### src/rtl/spi_eng_pkg.sv
package spi_eng_pkg;

  localparam int POS_CPHA  = 0;
  localparam int POS_CPOL  = 1;
  localparam int POS_CSPOL = 2;
  localparam int POS_IDX0  = 4;
  localparam int POS_MAN   = 6;
  localparam int POS_LVL   = 7;
  localparam int POS_DROP  = 8;
  localparam int POS_LSB   = 12;
  localparam int POS_START = 31;

  typedef struct packed {
    logic       start;
    logic       lsb_first;
    logic       drop_rx;
    logic       man_lvl;
    logic       man_en;
    logic [1:0] sel_idx;
    logic       sel_high;
    logic       cpol;
    logic       cpha;
  } eng_ctrl_t;

  typedef enum logic [2:0] {
    ST_IDLE, ST_FETCH, ST_SHIFT, ST_BEND, ST_FINISH
  } eng_state_t;

endpackage

### src/rtl/spi_ctrl_regs.sv
module spi_ctrl_regs
  import spi_eng_pkg::*;
(
  input  logic        clk,
  input  logic        rst,
  input  logic        cfg_we,
  input  logic [31:0] cfg_wdata,
  input  logic        burst_done,
  output eng_ctrl_t   ctrl,
  output logic [31:0] ctrl_rdata
);

  always_ff @(posedge clk) begin
    if (rst) begin
      ctrl <= '0;
    end else if (cfg_we && !ctrl.start) begin
      ctrl.cpha      <= cfg_wdata[POS_CPHA];
      ctrl.cpol      <= cfg_wdata[POS_CPOL];
      ctrl.sel_high  <= cfg_wdata[POS_CSPOL];
      ctrl.sel_idx   <= cfg_wdata[POS_IDX0+1:POS_IDX0];
      ctrl.man_en    <= cfg_wdata[POS_MAN];
      ctrl.man_lvl   <= cfg_wdata[POS_LVL];
      ctrl.drop_rx   <= cfg_wdata[POS_DROP];
      ctrl.lsb_first <= cfg_wdata[POS_LSB];
      ctrl.start     <= cfg_wdata[POS_START];
    end else if (burst_done) begin
      ctrl.start <= 1'b0;
    end
  end

  always_comb begin
    ctrl_rdata = '0;
    ctrl_rdata[POS_CPHA]              = ctrl.cpha;
    ctrl_rdata[POS_CPOL]              = ctrl.cpol;
    ctrl_rdata[POS_CSPOL]             = ctrl.sel_high;
    ctrl_rdata[POS_IDX0+1:POS_IDX0]   = ctrl.sel_idx;
    ctrl_rdata[POS_MAN]               = ctrl.man_en;
    ctrl_rdata[POS_LVL]               = ctrl.man_lvl;
    ctrl_rdata[POS_DROP]              = ctrl.drop_rx;
    ctrl_rdata[POS_LSB]               = ctrl.lsb_first;
    ctrl_rdata[POS_START]             = ctrl.start;
  end

  logic [7:0] cfg_fields;
  assign cfg_fields = {ctrl.lsb_first, ctrl.drop_rx, ctrl.man_lvl, ctrl.man_en,
                       ctrl.sel_idx, ctrl.sel_high, ctrl.cpol ^ ctrl.cpha};

  // mode fields cannot move while a burst is in flight
  assert_cfg_frozen_R1: assert property (@(posedge clk) disable iff (rst)
    ctrl.start |=> ($stable(cfg_fields) && $stable(ctrl.cpol)));

endmodule

### src/rtl/spi_burst_seq.sv
module spi_burst_seq
  import spi_eng_pkg::*;
#(
  parameter int WORD  = 8,
  parameter int CNT_W = 24
)(
  input  logic             clk,
  input  logic             rst,
  input  logic             start,
  input  logic             drop_rx,
  input  logic [CNT_W-1:0] burst_len,
  input  logic [CNT_W-1:0] tx_len,
  input  logic             tx_valid,
  input  logic [WORD-1:0]  tx_data,
  input  logic             byte_done,
  input  logic [WORD-1:0]  rx_byte,
  output logic             load,
  output logic [WORD-1:0]  load_byte,
  output logic             run,
  output logic             burst_done,
  output logic             tx_pop,
  output logic             rx_push,
  output logic [WORD-1:0]  rx_data,
  output logic             xfer_done
);

  eng_state_t       state;
  logic [CNT_W-1:0] burst_rem;
  logic [CNT_W-1:0] tx_rem;
  logic             tx_owed;

  assign tx_owed    = (tx_rem != '0);
  assign load       = (state == ST_FETCH) && (burst_rem != '0) && (!tx_owed || tx_valid);
  assign load_byte  = tx_owed ? tx_data : '0;
  assign run        = (state == ST_SHIFT);
  assign burst_done = (state == ST_FINISH);

  always_ff @(posedge clk) begin
    if (rst) begin
      state     <= ST_IDLE;
      burst_rem <= '0;
      tx_rem    <= '0;
      tx_pop    <= 1'b0;
      rx_push   <= 1'b0;
      rx_data   <= '0;
      xfer_done <= 1'b0;
    end else begin
      tx_pop    <= 1'b0;
      rx_push   <= 1'b0;
      xfer_done <= 1'b0;
      case (state)
        ST_IDLE: begin
          if (start) begin
            burst_rem <= burst_len;
            tx_rem    <= tx_len;
            state     <= ST_FETCH;
          end
        end
        ST_FETCH: begin
          if (burst_rem == '0) begin
            state <= ST_FINISH;
          end else if (load) begin
            if (tx_owed) begin
              tx_rem <= tx_rem - 1'b1;
              tx_pop <= 1'b1;
            end
            state <= ST_SHIFT;
          end
        end
        ST_SHIFT: begin
          if (byte_done) state <= ST_BEND;
        end
        ST_BEND: begin
          rx_push   <= !drop_rx;
          rx_data   <= rx_byte;
          burst_rem <= burst_rem - 1'b1;
          state     <= ST_FETCH;
        end
        ST_FINISH: begin
          xfer_done <= 1'b1;
          state     <= ST_IDLE;
        end
        default: state <= ST_IDLE;
      endcase
    end
  end

  // a pop only follows a cycle in which transmit bytes were still owed
  assert_pop_owed_R7: assert property (@(posedge clk) disable iff (rst)
    tx_pop |-> ($past(tx_rem) != '0));

  // dropped bytes never reach the RX FIFO
  assert_no_push_drop_R8: assert property (@(posedge clk) disable iff (rst)
    rx_push |-> !drop_rx);

  // completion is a single-cycle pulse
  assert_done_pulse_R9: assert property (@(posedge clk) disable iff (rst)
    xfer_done |=> !xfer_done);

endmodule

### src/rtl/spi_bit_shifter.sv
module spi_bit_shifter #(
  parameter int WORD = 8
)(
  input  logic            clk,
  input  logic            rst,
  input  logic            load,
  input  logic [WORD-1:0] load_byte,
  input  logic            run,
  input  logic            tick,
  input  logic            cpol,
  input  logic            cpha,
  input  logic            lsb_first,
  input  logic            miso,
  output logic            sclk,
  output logic            mosi,
  output logic [WORD-1:0] rx_byte,
  output logic            byte_done
);

  localparam int CW = $clog2(2 * WORD);
  localparam int KW = $clog2(WORD);
  localparam logic [CW-1:0] LAST = CW'(2 * WORD - 1);

  logic [CW-1:0]   cnt;
  logic [WORD-1:0] tx_hold;
  logic [KW-1:0]   kbit;
  logic            leading;
  logic            sample_now;

  assign kbit       = cnt[CW-1:1];
  assign leading    = ~cnt[0];
  assign sample_now = leading ^ cpha;
  assign byte_done  = run && tick && (cnt == LAST);

  function automatic logic bit_at(logic [WORD-1:0] b, int k, logic lsb);
    return lsb ? b[k] : b[WORD-1-k];
  endfunction

  always_ff @(posedge clk) begin
    if (rst) begin
      cnt     <= '0;
      tx_hold <= '0;
      sclk    <= 1'b0;
      mosi    <= 1'b0;
      rx_byte <= '0;
    end else begin
      if (!run) sclk <= cpol;
      if (load) begin
        tx_hold <= load_byte;
        cnt     <= '0;
        if (!cpha) mosi <= bit_at(load_byte, 0, lsb_first);
      end else if (run && tick) begin
        sclk <= ~sclk;
        cnt  <= cnt + 1'b1;
        if (sample_now) begin
          if (lsb_first) rx_byte[kbit] <= miso;
          else           rx_byte[WORD-1-int'(kbit)] <= miso;
        end else if (cpha) begin
          mosi <= bit_at(tx_hold, int'(kbit), lsb_first);
        end else if (int'(kbit) != WORD - 1) begin
          mosi <= bit_at(tx_hold, int'(kbit) + 1, lsb_first);
        end
      end
    end
  end

  // after the last half-period the clock is back at its idle level
  assert_sclk_home_R4: assert property (@(posedge clk) disable iff (rst)
    byte_done |=> (sclk == cpol));

  // phase 0 keeps MOSI steady across the leading (sampling) edge
  assert_mosi_hold_R5: assert property (@(posedge clk) disable iff (rst)
    (run && tick && leading && !cpha) |=> $stable(mosi));

endmodule

### src/rtl/spi_cs_drive.sv
module spi_cs_drive #(
  parameter int NCS = 4
)(
  input  logic           clk,
  input  logic           rst,
  input  logic           busy,
  input  logic           sel_high,
  input  logic [1:0]     sel_idx,
  input  logic           man_en,
  input  logic           man_lvl,
  output logic [NCS-1:0] cs
);

  generate
    for (genvar i = 0; i < NCS; i++) begin : g_line
      always_ff @(posedge clk) begin
        if (rst) begin
          cs[i] <= 1'b1;
        end else if (int'(sel_idx) == i) begin
          cs[i] <= man_en ? man_lvl : (busy ? sel_high : ~sel_high);
        end else begin
          cs[i] <= ~sel_high;
        end
      end
    end
  endgenerate

  // never more than one line away from the inactive level
  assert_cs_single_R2: assert property (@(posedge clk) disable iff (rst)
    $countones(cs ^ {NCS{~$past(sel_high)}}) <= 1);

endmodule

### src/rtl/spi_xfer_engine.sv
module spi_xfer_engine
  import spi_eng_pkg::*;
#(
  parameter int WORD  = 8,
  parameter int CNT_W = 24,
  parameter int NCS   = 4
)(
  input  logic             clk,
  input  logic             rst,
  input  logic             cfg_we,
  input  logic [31:0]      cfg_wdata,
  input  logic [CNT_W-1:0] burst_len,
  input  logic [CNT_W-1:0] tx_len,
  output logic [31:0]      ctrl_rdata,
  output logic             xfer_done,
  input  logic             sclk_en,
  input  logic             tx_valid,
  input  logic [WORD-1:0]  tx_data,
  output logic             tx_pop,
  output logic             rx_push,
  output logic [WORD-1:0]  rx_data,
  output logic             spi_sclk,
  output logic             spi_mosi,
  input  logic             spi_miso,
  output logic [NCS-1:0]   spi_cs
);

  eng_ctrl_t       ctrl;
  logic            burst_done;
  logic            load;
  logic [WORD-1:0] load_byte;
  logic            run;
  logic            byte_done;
  logic [WORD-1:0] rx_byte;

  spi_ctrl_regs u_regs (
    .clk        (clk),
    .rst        (rst),
    .cfg_we     (cfg_we),
    .cfg_wdata  (cfg_wdata),
    .burst_done (burst_done),
    .ctrl       (ctrl),
    .ctrl_rdata (ctrl_rdata)
  );

  spi_burst_seq #(.WORD(WORD), .CNT_W(CNT_W)) u_seq (
    .clk        (clk),
    .rst        (rst),
    .start      (ctrl.start),
    .drop_rx    (ctrl.drop_rx),
    .burst_len  (burst_len),
    .tx_len     (tx_len),
    .tx_valid   (tx_valid),
    .tx_data    (tx_data),
    .byte_done  (byte_done),
    .rx_byte    (rx_byte),
    .load       (load),
    .load_byte  (load_byte),
    .run        (run),
    .burst_done (burst_done),
    .tx_pop     (tx_pop),
    .rx_push    (rx_push),
    .rx_data    (rx_data),
    .xfer_done  (xfer_done)
  );

  spi_bit_shifter #(.WORD(WORD)) u_shift (
    .clk       (clk),
    .rst       (rst),
    .load      (load),
    .load_byte (load_byte),
    .run       (run),
    .tick      (sclk_en),
    .cpol      (ctrl.cpol),
    .cpha      (ctrl.cpha),
    .lsb_first (ctrl.lsb_first),
    .miso      (spi_miso),
    .sclk      (spi_sclk),
    .mosi      (spi_mosi),
    .rx_byte   (rx_byte),
    .byte_done (byte_done)
  );

  spi_cs_drive #(.NCS(NCS)) u_cs (
    .clk      (clk),
    .rst      (rst),
    .busy     (ctrl.start),
    .sel_high (ctrl.sel_high),
    .sel_idx  (ctrl.sel_idx),
    .man_en   (ctrl.man_en),
    .man_lvl  (ctrl.man_lvl),
    .cs       (spi_cs)
  );

endmodule

### config.mk
export PLATFORM = sky130hd
export DESIGN_NAME = spi_xfer_engine
export DESIGN_NICKNAME = d
export VERILOG_FILES = /design/src/rtl/spi_eng_pkg.sv /design/src/rtl/spi_ctrl_regs.sv /design/src/rtl/spi_burst_seq.sv /design/src/rtl/spi_bit_shifter.sv /design/src/rtl/spi_cs_drive.sv /design/src/rtl/spi_xfer_engine.sv
export SDC_FILE = /design/constraint.sdc
export NUM_CORES = 1
export LEC_CHECK = 0
export ABC_AREA = 1
export BUFFER_PORTS_ARGS = -buffer_cell sky130_fd_sc_hd__buf_2
export CORE_ASPECT_RATIO = 1.75
export CORE_MARGIN = 4
export CORE_UTILIZATION = 30
export DETAILED_ROUTE_END_ITERATION = 8
export MAX_ROUTING_LAYER = met4
export SKIP_LAST_GASP = 1
export SYNTH_ARGS = -nofsm -noshare
export SYNTH_HDL_FRONTEND = slang
export SYNTH_SLANG_ARGS = --single-unit
### constraint.sdc
create_clock -name clk -period 3.1 [get_ports clk]
set_input_delay 0.155 -clock clk [delete_from_list [all_inputs] [get_ports clk]]
set_output_delay 0.155 -clock clk [all_outputs]
set_load 0.02 [all_outputs]
Word-level counts from Yosys, hierarchy flattened
Cells that the tools add are included.
Cells by class
  add/sub/neg operators: 6
  $lt $le $gt $ge: 7
  equal/unequal tests: 17
  muxes and demuxes: 53
  bitwise gates (word level): 7
  reduce and logical (&&, ||, !) cells: 29
Operator list (number)
  24-bit two-way mux: 5
  32-bit by 5-bit less-than comparator with 1-bit output, second input constant: 3
  24-bit case mux with 2 select lines: 2
  24-bit nonzero test: 2
  24-bit by 1-bit subtractor with 24-bit output, second input constant: 2
  32-bit by 1-bit >= comparator with 1-bit output, second input constant: 1
  4-bit by 32-bit subtractor with 32-bit output, first input constant: 1
  1-bit two-way mux: 31
  24-bit logical NOT: 1
  8-bit bitwise mux: 2
  8-bit two-way mux: 2
  1-bit binary-select mux with 3-bit select: 4
  3-bit two-way mux: 4
  2-bit inequality test, second input constant: 6
  3-bit case mux with 4 select lines: 1
  3-bit by 4-bit less-than comparator with 1-bit output, second input constant: 2
  2-bit nonzero test: 4
  1-bit logical AND: 7
  1-bit demux with 3-bit select: 2
  3-bit by 2-bit equality test with 1-bit output, second input constant: 2
  1-bit NOT: 6
  3-bit AND reduction: 2
  5-bit AND reduction: 1
  3-bit by 1-bit adder with 4-bit output, second input constant: 1
  21 further kinds: 25
Word-level totals
  register bits after elaboration: 98
  input bits: 94
  output and inout port bits: 49
  word-level logic and storage cells: 144

Depth between registers and ports, before layout
Gate-level depths: netlist (run 1).
  word-level depth: 11
  mapped depth: 13

Hierarchy
From an unflattened synthesis (run 1), not the netlist that was laid out.
Unflattened totals
  cells, all modules: 1043
  area total of the unflattened synthesis: 6312.3 um^2
By module, submodules not included
  spi_burst_seq: instances 1, cells an instance 701, area an instance 4042.6 um^2, sequential area each 1241.2 um^2
  spi_bit_shifter: instances 1, cells an instance 212, area an instance 1352.5 um^2, sequential area each 440.4 um^2
  spi_ctrl_regs: instances 1, cells an instance 97, area an instance 708.2 um^2, sequential area each 200.2 um^2
  spi_cs_drive: instances 1, cells an instance 33, area an instance 209.0 um^2, sequential area each 80.1 um^2

Worst setup path before layout (run 1)
Ideal clock, no wire load.
  path type: flip-flop to flip-flop
  start: reg u_seq.tx_rem[0]
  end: reg u_seq.tx_rem[15]
  setup time: 0.114 ns
  data arrival time: 1.473 ns
  required time: 2.986 ns
  setup slack: 1.513 ns
  stages on the path, launching flop included: 11
  clock period less this slack: 1.587 ns
  cells stage by stage: dfxtp_1 inv_1 ha_1 nand2_2 nor3_4 nand3_2 nand3_4 nand2_4 buf_6 a21oi_1 nor2_1
Between the ends
  longest elaborated chain between the ends: 6
RTL lines
  from (decl): line spi_burst_seq.sv:29  | logic [CNT_W-1:0] tx_rem;
  from (signal assigned): line spi_burst_seq.sv:55  | tx_rem <= tx_len;
  from (signal assigned): line spi_burst_seq.sv:64  | tx_rem <= tx_rem - 1'b1;
  parallel branches: the longest is 6 deep, another holds 24-bit by 1-bit subtractor with 24-bit output
Several ways; the timed one is not identified. The select of a mux whose other input is x is not followed.
A chain may end at the register's enable or synchronous reset.

Final worst setup path (run 1)
  start: reg u_seq.state[2]
  end: reg u_seq.tx_rem[14]
Between the ends
  longest elaborated chain between the ends: 5
RTL lines
  from (decl): line spi_burst_seq.sv:27  | eng_state_t state;
  from (signal assigned): line spi_burst_seq.sv:40  | state <= ST_IDLE;
  from (signal assigned): line spi_burst_seq.sv:56  | state <= ST_FETCH;
  from (signal assigned): line spi_burst_seq.sv:61  | state <= ST_FINISH;
  3-bit by 1-bit equality test with 1-bit output: line spi_burst_seq.sv:33, spi_burst_seq.sv:51
  1-bit logical AND (2 in series): line spi_burst_seq.sv:33  | assign load = (state == ST_FETCH) && (burst_rem != '0) && (!tx_owed || tx_valid);
  2-bit inequality test (no source line)
  5-bit AND reduction (no source line)
Parallel ways exist; a longest one is shown, timed or not.

==> results of run 1 <==
-- worst max-delay path, cell delays in order (launching register included) --
cell     delay, ns
dfxtp_1       0.47
nor2_2        0.09
nand2_1       0.08
nor2_1        0.04
buf_4         0.18
inv_2         0.41
nand2_4       0.28
inv_2         0.38
nor2_1        0.08
nor2_1        0.11
-- metrics by stage --
stage / power (W) / instances / util (%) / setup WS, ns
floorplan: 0.00368 / 988 / - / 1.51
global placement: 0.00420 / 1276 / 33.3 / 0.906
detailed placement: 0.00423 / 1276 / 33.3 / 0.868
CTS: 0.00547 / 1295 / 35.1 / 0.854
global route: 0.00588 / 1296 / 35.1 / 0.652
finish: 0.00542 / 1296 / 35.1 / 0.880
-- logic make-up after synthesis --
logic type	count (synthesis)	synth area share, %
flops	98	32.5
simple gates	548	39.3
xor+xnor	8	1.16
compound gates	150	13.4
buf+inv	157	12.6
fa+ha+maj	5	1.04
other cells	1	0.0621
-- registers in the layout, summed over array words and instances, names as in the netlist --
signal and count:
u_seq.burst_rem 24, u_seq.tx_rem 24, u_regs.ctrl 10, u_seq.rx_data 8, u_shift.rx_byte 8, u_shift.tx_hold 8
u_cs.cs 4, u_shift.cnt 4, u_seq.state 3, u_seq.rx_push 1, u_seq.tx_pop 1, u_seq.xfer_done 1
u_shift.mosi 1, u_shift.sclk 1
-- layout make-up --
type	instances	share of cell area (%)
clock buffers	11	3.50
multi-input cells	733	49.0
diodes	1	0.0361
clock inverters	3	0.938
repair buffers	112	8.76
well taps	245	4.42
flip-flops and latches	98	28.3
inverters	93	5.09
-- what timing repair did --
item                      in CTS  in global routing
hold endpoints to repair       5                  0
hold buffers                   5                  0
gates resized for setup        0                  0
-- layer usage --
metal  global-route usage [%]  vias to the layer above
met1                     16.6                     2766
met4                     6.01                        0
met3                     1.91                       29
met5                        -                        -
li1                         -                     3217
met2                     29.5                      130
-- path summary, 6_finish.rpt --
kind / start / end / slack (ns)
max reg2reg: u_seq.state[2] / u_seq.tx_rem[14] / 0.88
min: tx_data[1] / u_shift.tx_hold[1] / 0.009
min reg2reg: u_regs.ctrl[7] / u_seq.rx_push / 0.46
max: u_seq.state[2] / u_seq.tx_rem[14] / 0.88
-- placed cells by master (no fill, tap or decap), types with 5 or more instances in the layout --
master         count
nor2_2            11
dlygate4sd3_1      5
ha_1               5
conb_1            22
inv_1             86
a21oi_1           47
o21ai_1           16
o21ai_0           62
nand2_1          239
a211oi_1           5
nor2_1           169
inv_2              5
dfxtp_1           98
nor3_1             5
buf_4              9
nand4_1           13
nand3_1           88
o211ai_1           6
a31oi_1            6
clkbuf_16          9
buf_2             98
-- where the power goes --
part           switching (W)  internal (W)
logic                0.00168      0.000826
registers           0.000216       0.00148
clock network       0.000500      0.000721
total                0.00239       0.00302
==> results.yml, run 1 <==
status:
  status: "completed"
run:
  drv_cap: 0
clocking:
  cts_root_buffer: "clkbuf_16"
  clk_pin_slew_ns: 0.07
  htreeDepth: 3
  clockBufferDepth: 2
  cts_tree: "done"
  cts_setup_buffers: 0
  cts.sinks: 98
  cts_buffers: 9
  clk_latency_ns: 0.35
timing:
  rsz0062_at_grt: "no"
  skew_ns: 0.0111
  hold_viol: 0
  post-route-min-period_ns: 2.22
  hold_ws_ns: 0.00911
  worst_slew_pin_slew_ns: 0.656
  fin_setup_tns_ns: 0
  post-route-period-util_pct: 71.6
  slew_violations: 0
  slew_headroom_pct: 56.2
  setup_viol: 0
  max_freq_mhz: 451
logic_synthesis:
  ys_warn_count: 0
  ys_seq_area_share_pct: 32.5
  synth.distinct_cells: 41
  synthesis.area_um2: 6040
  synth.most_common_cell: "nand2_1"
  synth_common_cells: "239 x nand2_1, 169 x nor2_1, 98 x dfxtp_1"
  synth_area_leader_cell: "dfxtp_1"
  syn_inst: 967
  synth.avg_cell_area_um2: 6.25
  async_flop_share_pct: 0
  ys.flop_type: "dfxtp_1"
  synth_edf_count: 0
  yosys-top-cells-area: "dfxtp_1 32%, nand2_1 15%, nor2_1 10%"
  ys_ff_latch: 98
  synth_top_area_share_pct: 32.5
route:
  drt-total-wl_mm: 17.2
  drt_first_iter_violations: 201
  via_per_inst: 4.74
  vias: 6142
  m1WireLength_mm: 6.82
  route.met3.wl_um: 645
  route.detailed.drc: 0
  met2_length_mm: 9.33
  routed.top_layer: "met4"
  drtPass1Iterations: 4
  drt-wirelength-per-cell_um: 13.3
  drtAntennaViolNets: 0
placed_design:
  dp_hpwl_mm: 13.1
  placed_area_um2: 6580
  gp_congestion: 0.872
  port_buffers: 98
global_routing:
  antenna_found_initial: 1
  grt_max_degree: 34
  grt_pass1_vias: 5835
  grt_usage_pct: 15.8
  grt_pass1_wl_mm: 27.9
  gr-total-overflow: 0
cells_and_area:
  multiInputGateArea_um2: 3400
  fill_cells: 2211
  finalInstanceArea_um2: 6940
  ff_latch_area_um2: 1960
  fin_nets: 1146
  drive_gt1_share_pct: 14.9
  area_growth_pct: 14.8
floorplanning:
  num_rows: 68
  die_x_um: 115
  io_pins: 143
  core_um2: 19700
  chipHeight_um: 196
  die-area_um2: 22600
  start_util_pct: 30.6
setup_path:
  crit_fanout: 24
  worstRegToRegCells: 9
  cp.arrival_ns: 2.50
  crit_type: "reg2reg"
  startpoint_type: "register"
  cp-end-kind: "register"
  crit_required_ns: 3.38
power_and_ir_drop:
  power.leakage_nw: 3.36
  p_per_area_nw_per_um2: 781
  ir_drop_uv: 279
worst_hold_path:
  whs_path_depth: 3
  hp-class: "in2reg"
(Power assumes the default switching activity.)
==> run 2: changes to the inputs <==
==> constraint.sdc (replaced) <==
create_clock -name clk -period 2.2 [get_ports clk]
set_input_delay 0.11 -clock clk [delete_from_list [all_inputs] [get_ports clk]]
set_output_delay 0.11 -clock clk [all_outputs]
set_load 0.02 [all_outputs]
==> run 2 against run 1 <==
Net effect:
- combinational power up 45%
- power up 45%
- cell area rose by 2.8%
- first-iteration DRC count decreased by 4.0%
- sequential power rose by 41%
- largest cell class unchanged
==> results.yml, run 2 (same netlist as run 1, synthesis figures left out) <==
setup_path:
  max_stage_delay_ns: 0.47
  worstRegToRegCells: 9
  reg2reg_from: "u_seq.state[2]"
  startpoint_type: "register"
  slowest_stage: "dfxtp_1"
  crit_type: "reg2reg"
  regToRegSetupSlack_ns: 0.23
  cp.arrival_ns: 2.21
  critPathTopFamily: "buffers and inverters"
  crit_required_ns: 2.44
  crit_fanout: 24
  cp_num_buf_inv: 2
  cp-end-kind: "register"
  path_cells: "nor2_2 > nand2_1 > nor2_1 > inv_2 > nand2_4 > inv_2 > nor2_1 > o21ai_0 > a21oi_1"
  regToRegEndpoint: "u_seq.burst_rem[23]"
clocking:
  cts_tree: "done"
  cts.sinks: 98
  clockBufferDepth: 2
  cts_setup_buffers: 0
  cts_buffers: 9
  cts_root_buffer: "clkbuf_16"
  clk_pin_slew_ns: 0.07
  htreeDepth: 3
  clk_latency_ns: 0.36
route:
  via_per_inst: 4.70
  route.detailed.drc: 0
  drtPass1Iterations: 4
  vias: 6185
  drt_first_iter_violations: 193
  drt-wirelength-per-cell_um: 13.3
  drt-total-wl_mm: 17.6
  drtAntennaViolNets: 0
floorplanning:
  core_um2: 19700
  start_util_pct: 30.6
  num_rows: 68
  io_pins: 143
  die-area_um2: 22600
  die_x_um: 115
  chipHeight_um: 196
global_routing:
  grt_usage_pct: 16.3
  antenna_found_initial: 1
  grt_pass1_wl_mm: 28.8
  grt_pass1_vias: 6008
  gr-total-overflow: 0
  grt_max_degree: 26
timing:
  skew_ns: 0.0134
  hold_viol: 0
  fin_setup_tns_ns: 0
  slew_violations: 0
  worst_slew_pin_slew_ns: 0.555
  slew_headroom_pct: 63.0
  post-route-period-util_pct: 89.7
  setup_viol: 0
  post-route-min-period_ns: 1.97
  max_freq_mhz: 507
  rsz0062_at_grt: "no"
worst_hold_path:
  hp-start: "cfg_wdata[7]"
  min_to: "u_regs.ctrl[6]"
  whs_path_depth: 3
  hp-class: "in2reg"
cells_and_area:
  drive_gt1_share_pct: 16.3
  final_cell_mix: "239 x nand2_1, 169 x nor2_1, 98 x buf_2, 98 x dfxtp_1, 87 x nand3_1"
  fin_nets: 1165
  fill_cells: 2191
  final_common_cell: "nand2_1"
  reg_top3: "u_seq.burst_rem x24, u_seq.tx_rem x24, u_regs.ctrl x10"
  area_growth_pct: 18.1
  finalInstanceArea_um2: 7130
power_and_ir_drop:
  ir_drop_uv: 522
  power.leakage_nw: 3.47
  p_per_area_nw_per_um2: 1100
placed_design:
  dp_hpwl_mm: 13.5
  placed_area_um2: 6680
  port_buffers: 98
  gp_congestion: 0.876
status:
  status: "completed"
run:
  drv_cap: 0
## run 2: cell types whose count changed in the layout (fill, tap and decap cells not counted)
cell,change
buf_4,+14
bufinv_16,+1
clkbuf_1,-1
clkinvlp_4,+1
dlygate4sd3_1,+5
ha_1,-1
ha_2,+1
nand3_1,-1
nand3_2,+1
## run 2: how the worst max path moves through the flow
stage	start	cells after the start	endpoint	slack, ns
after global routing	u_seq.tx_rem[0]	10	u_seq.tx_rem[23]	0.009
after detailed placement	u_seq.tx_rem[0]	12	u_shift.tx_hold[1]	0.17
after global placement	u_seq.tx_rem[0]	12	u_shift.tx_hold[1]	0.19
after floorplan	u_seq.tx_rem[0]	10	u_seq.tx_rem[9]	0.61
final	u_seq.state[2]	9	u_seq.burst_rem[23]	0.23
after CTS	u_seq.tx_rem[0]	12	u_shift.tx_hold[1]	0.14
## run 2: where the power goes
| group | total [W] | internal (W) | switching, W |
|---|---|---|---|
| Combinational | 0.00362 | 0.00122 | 0.00240 |
| Sequential | 0.00238 | 0.00208 | 0.000294 |
| Clock | 0.00186 | 0.00114 | 0.000722 |
| Total | 0.00785 | 0.00444 | 0.00342 |
## run 2: layout make-up
cell class,instances,area (um^2),area share [%]
Antenna cell,1,2.50,0.0351
Timing Repair Buffer,131,763,10.7
Clock inverter,5,103,1.44
Clock buffer,10,239,3.35
Inverter,93,353,4.95
Sequential cell,98,1960,27.5
Multi-Input combinational cell,733,3410,47.7
Tap cell,245,307,4.30
## run 2: what timing repair did
| action | 4_1_cts | 5_1_grt |
|---|---|---|
| setup endpoints to repair | 0 | 10 |
| endpoints found under the hold margin | 10 | 0 |
| gates resized for setup | 0 | 2 |
| hold buffers | 10 | 0 |
## run 2: worst register-to-register path, cell delays in order (launching register included)
cell and delay (ns):
dfxtp_1 0.47, nor2_2 0.09, nand2_1 0.09, nor2_1 0.06, inv_2 0.42, nand2_4 0.22
inv_2 0.28, nor2_1 0.08, o21ai_0 0.07, a21oi_1 0.08
## run 2: metal layers
| metal | global-route usage, % | part of all wire (%) | vias up |
|---|---|---|---|
| li1 | - | - | 3252 |
| met1 | 17.5 | 39 | 2775 |
| met2 | 30.0 | 54 | 134 |
| met3 | 1.91 | 3.9 | 24 |
| met4 | 6.05 | 2.2 | 0 |
| met5 | - | 0 | - |
## run 2: stage by stage
stage	total power [W]	utilization (%)	worst slack [ns]	cells	hold WS, ns
4_1_cts	0.00793	36.1	0.135	1315	0.00364
3_3_place_gp	0.00600	33.9	0.192	1290	0.312
6_report	0.00785	36.1	0.226	1316	0.0109
2_1_floorplan	0.00518	-	0.613	988	0.223
3_5_place_dp	0.00603	33.9	0.168	1290	0.313
5_1_grt	0.00854	36.1	0.00942	1316	0.0301
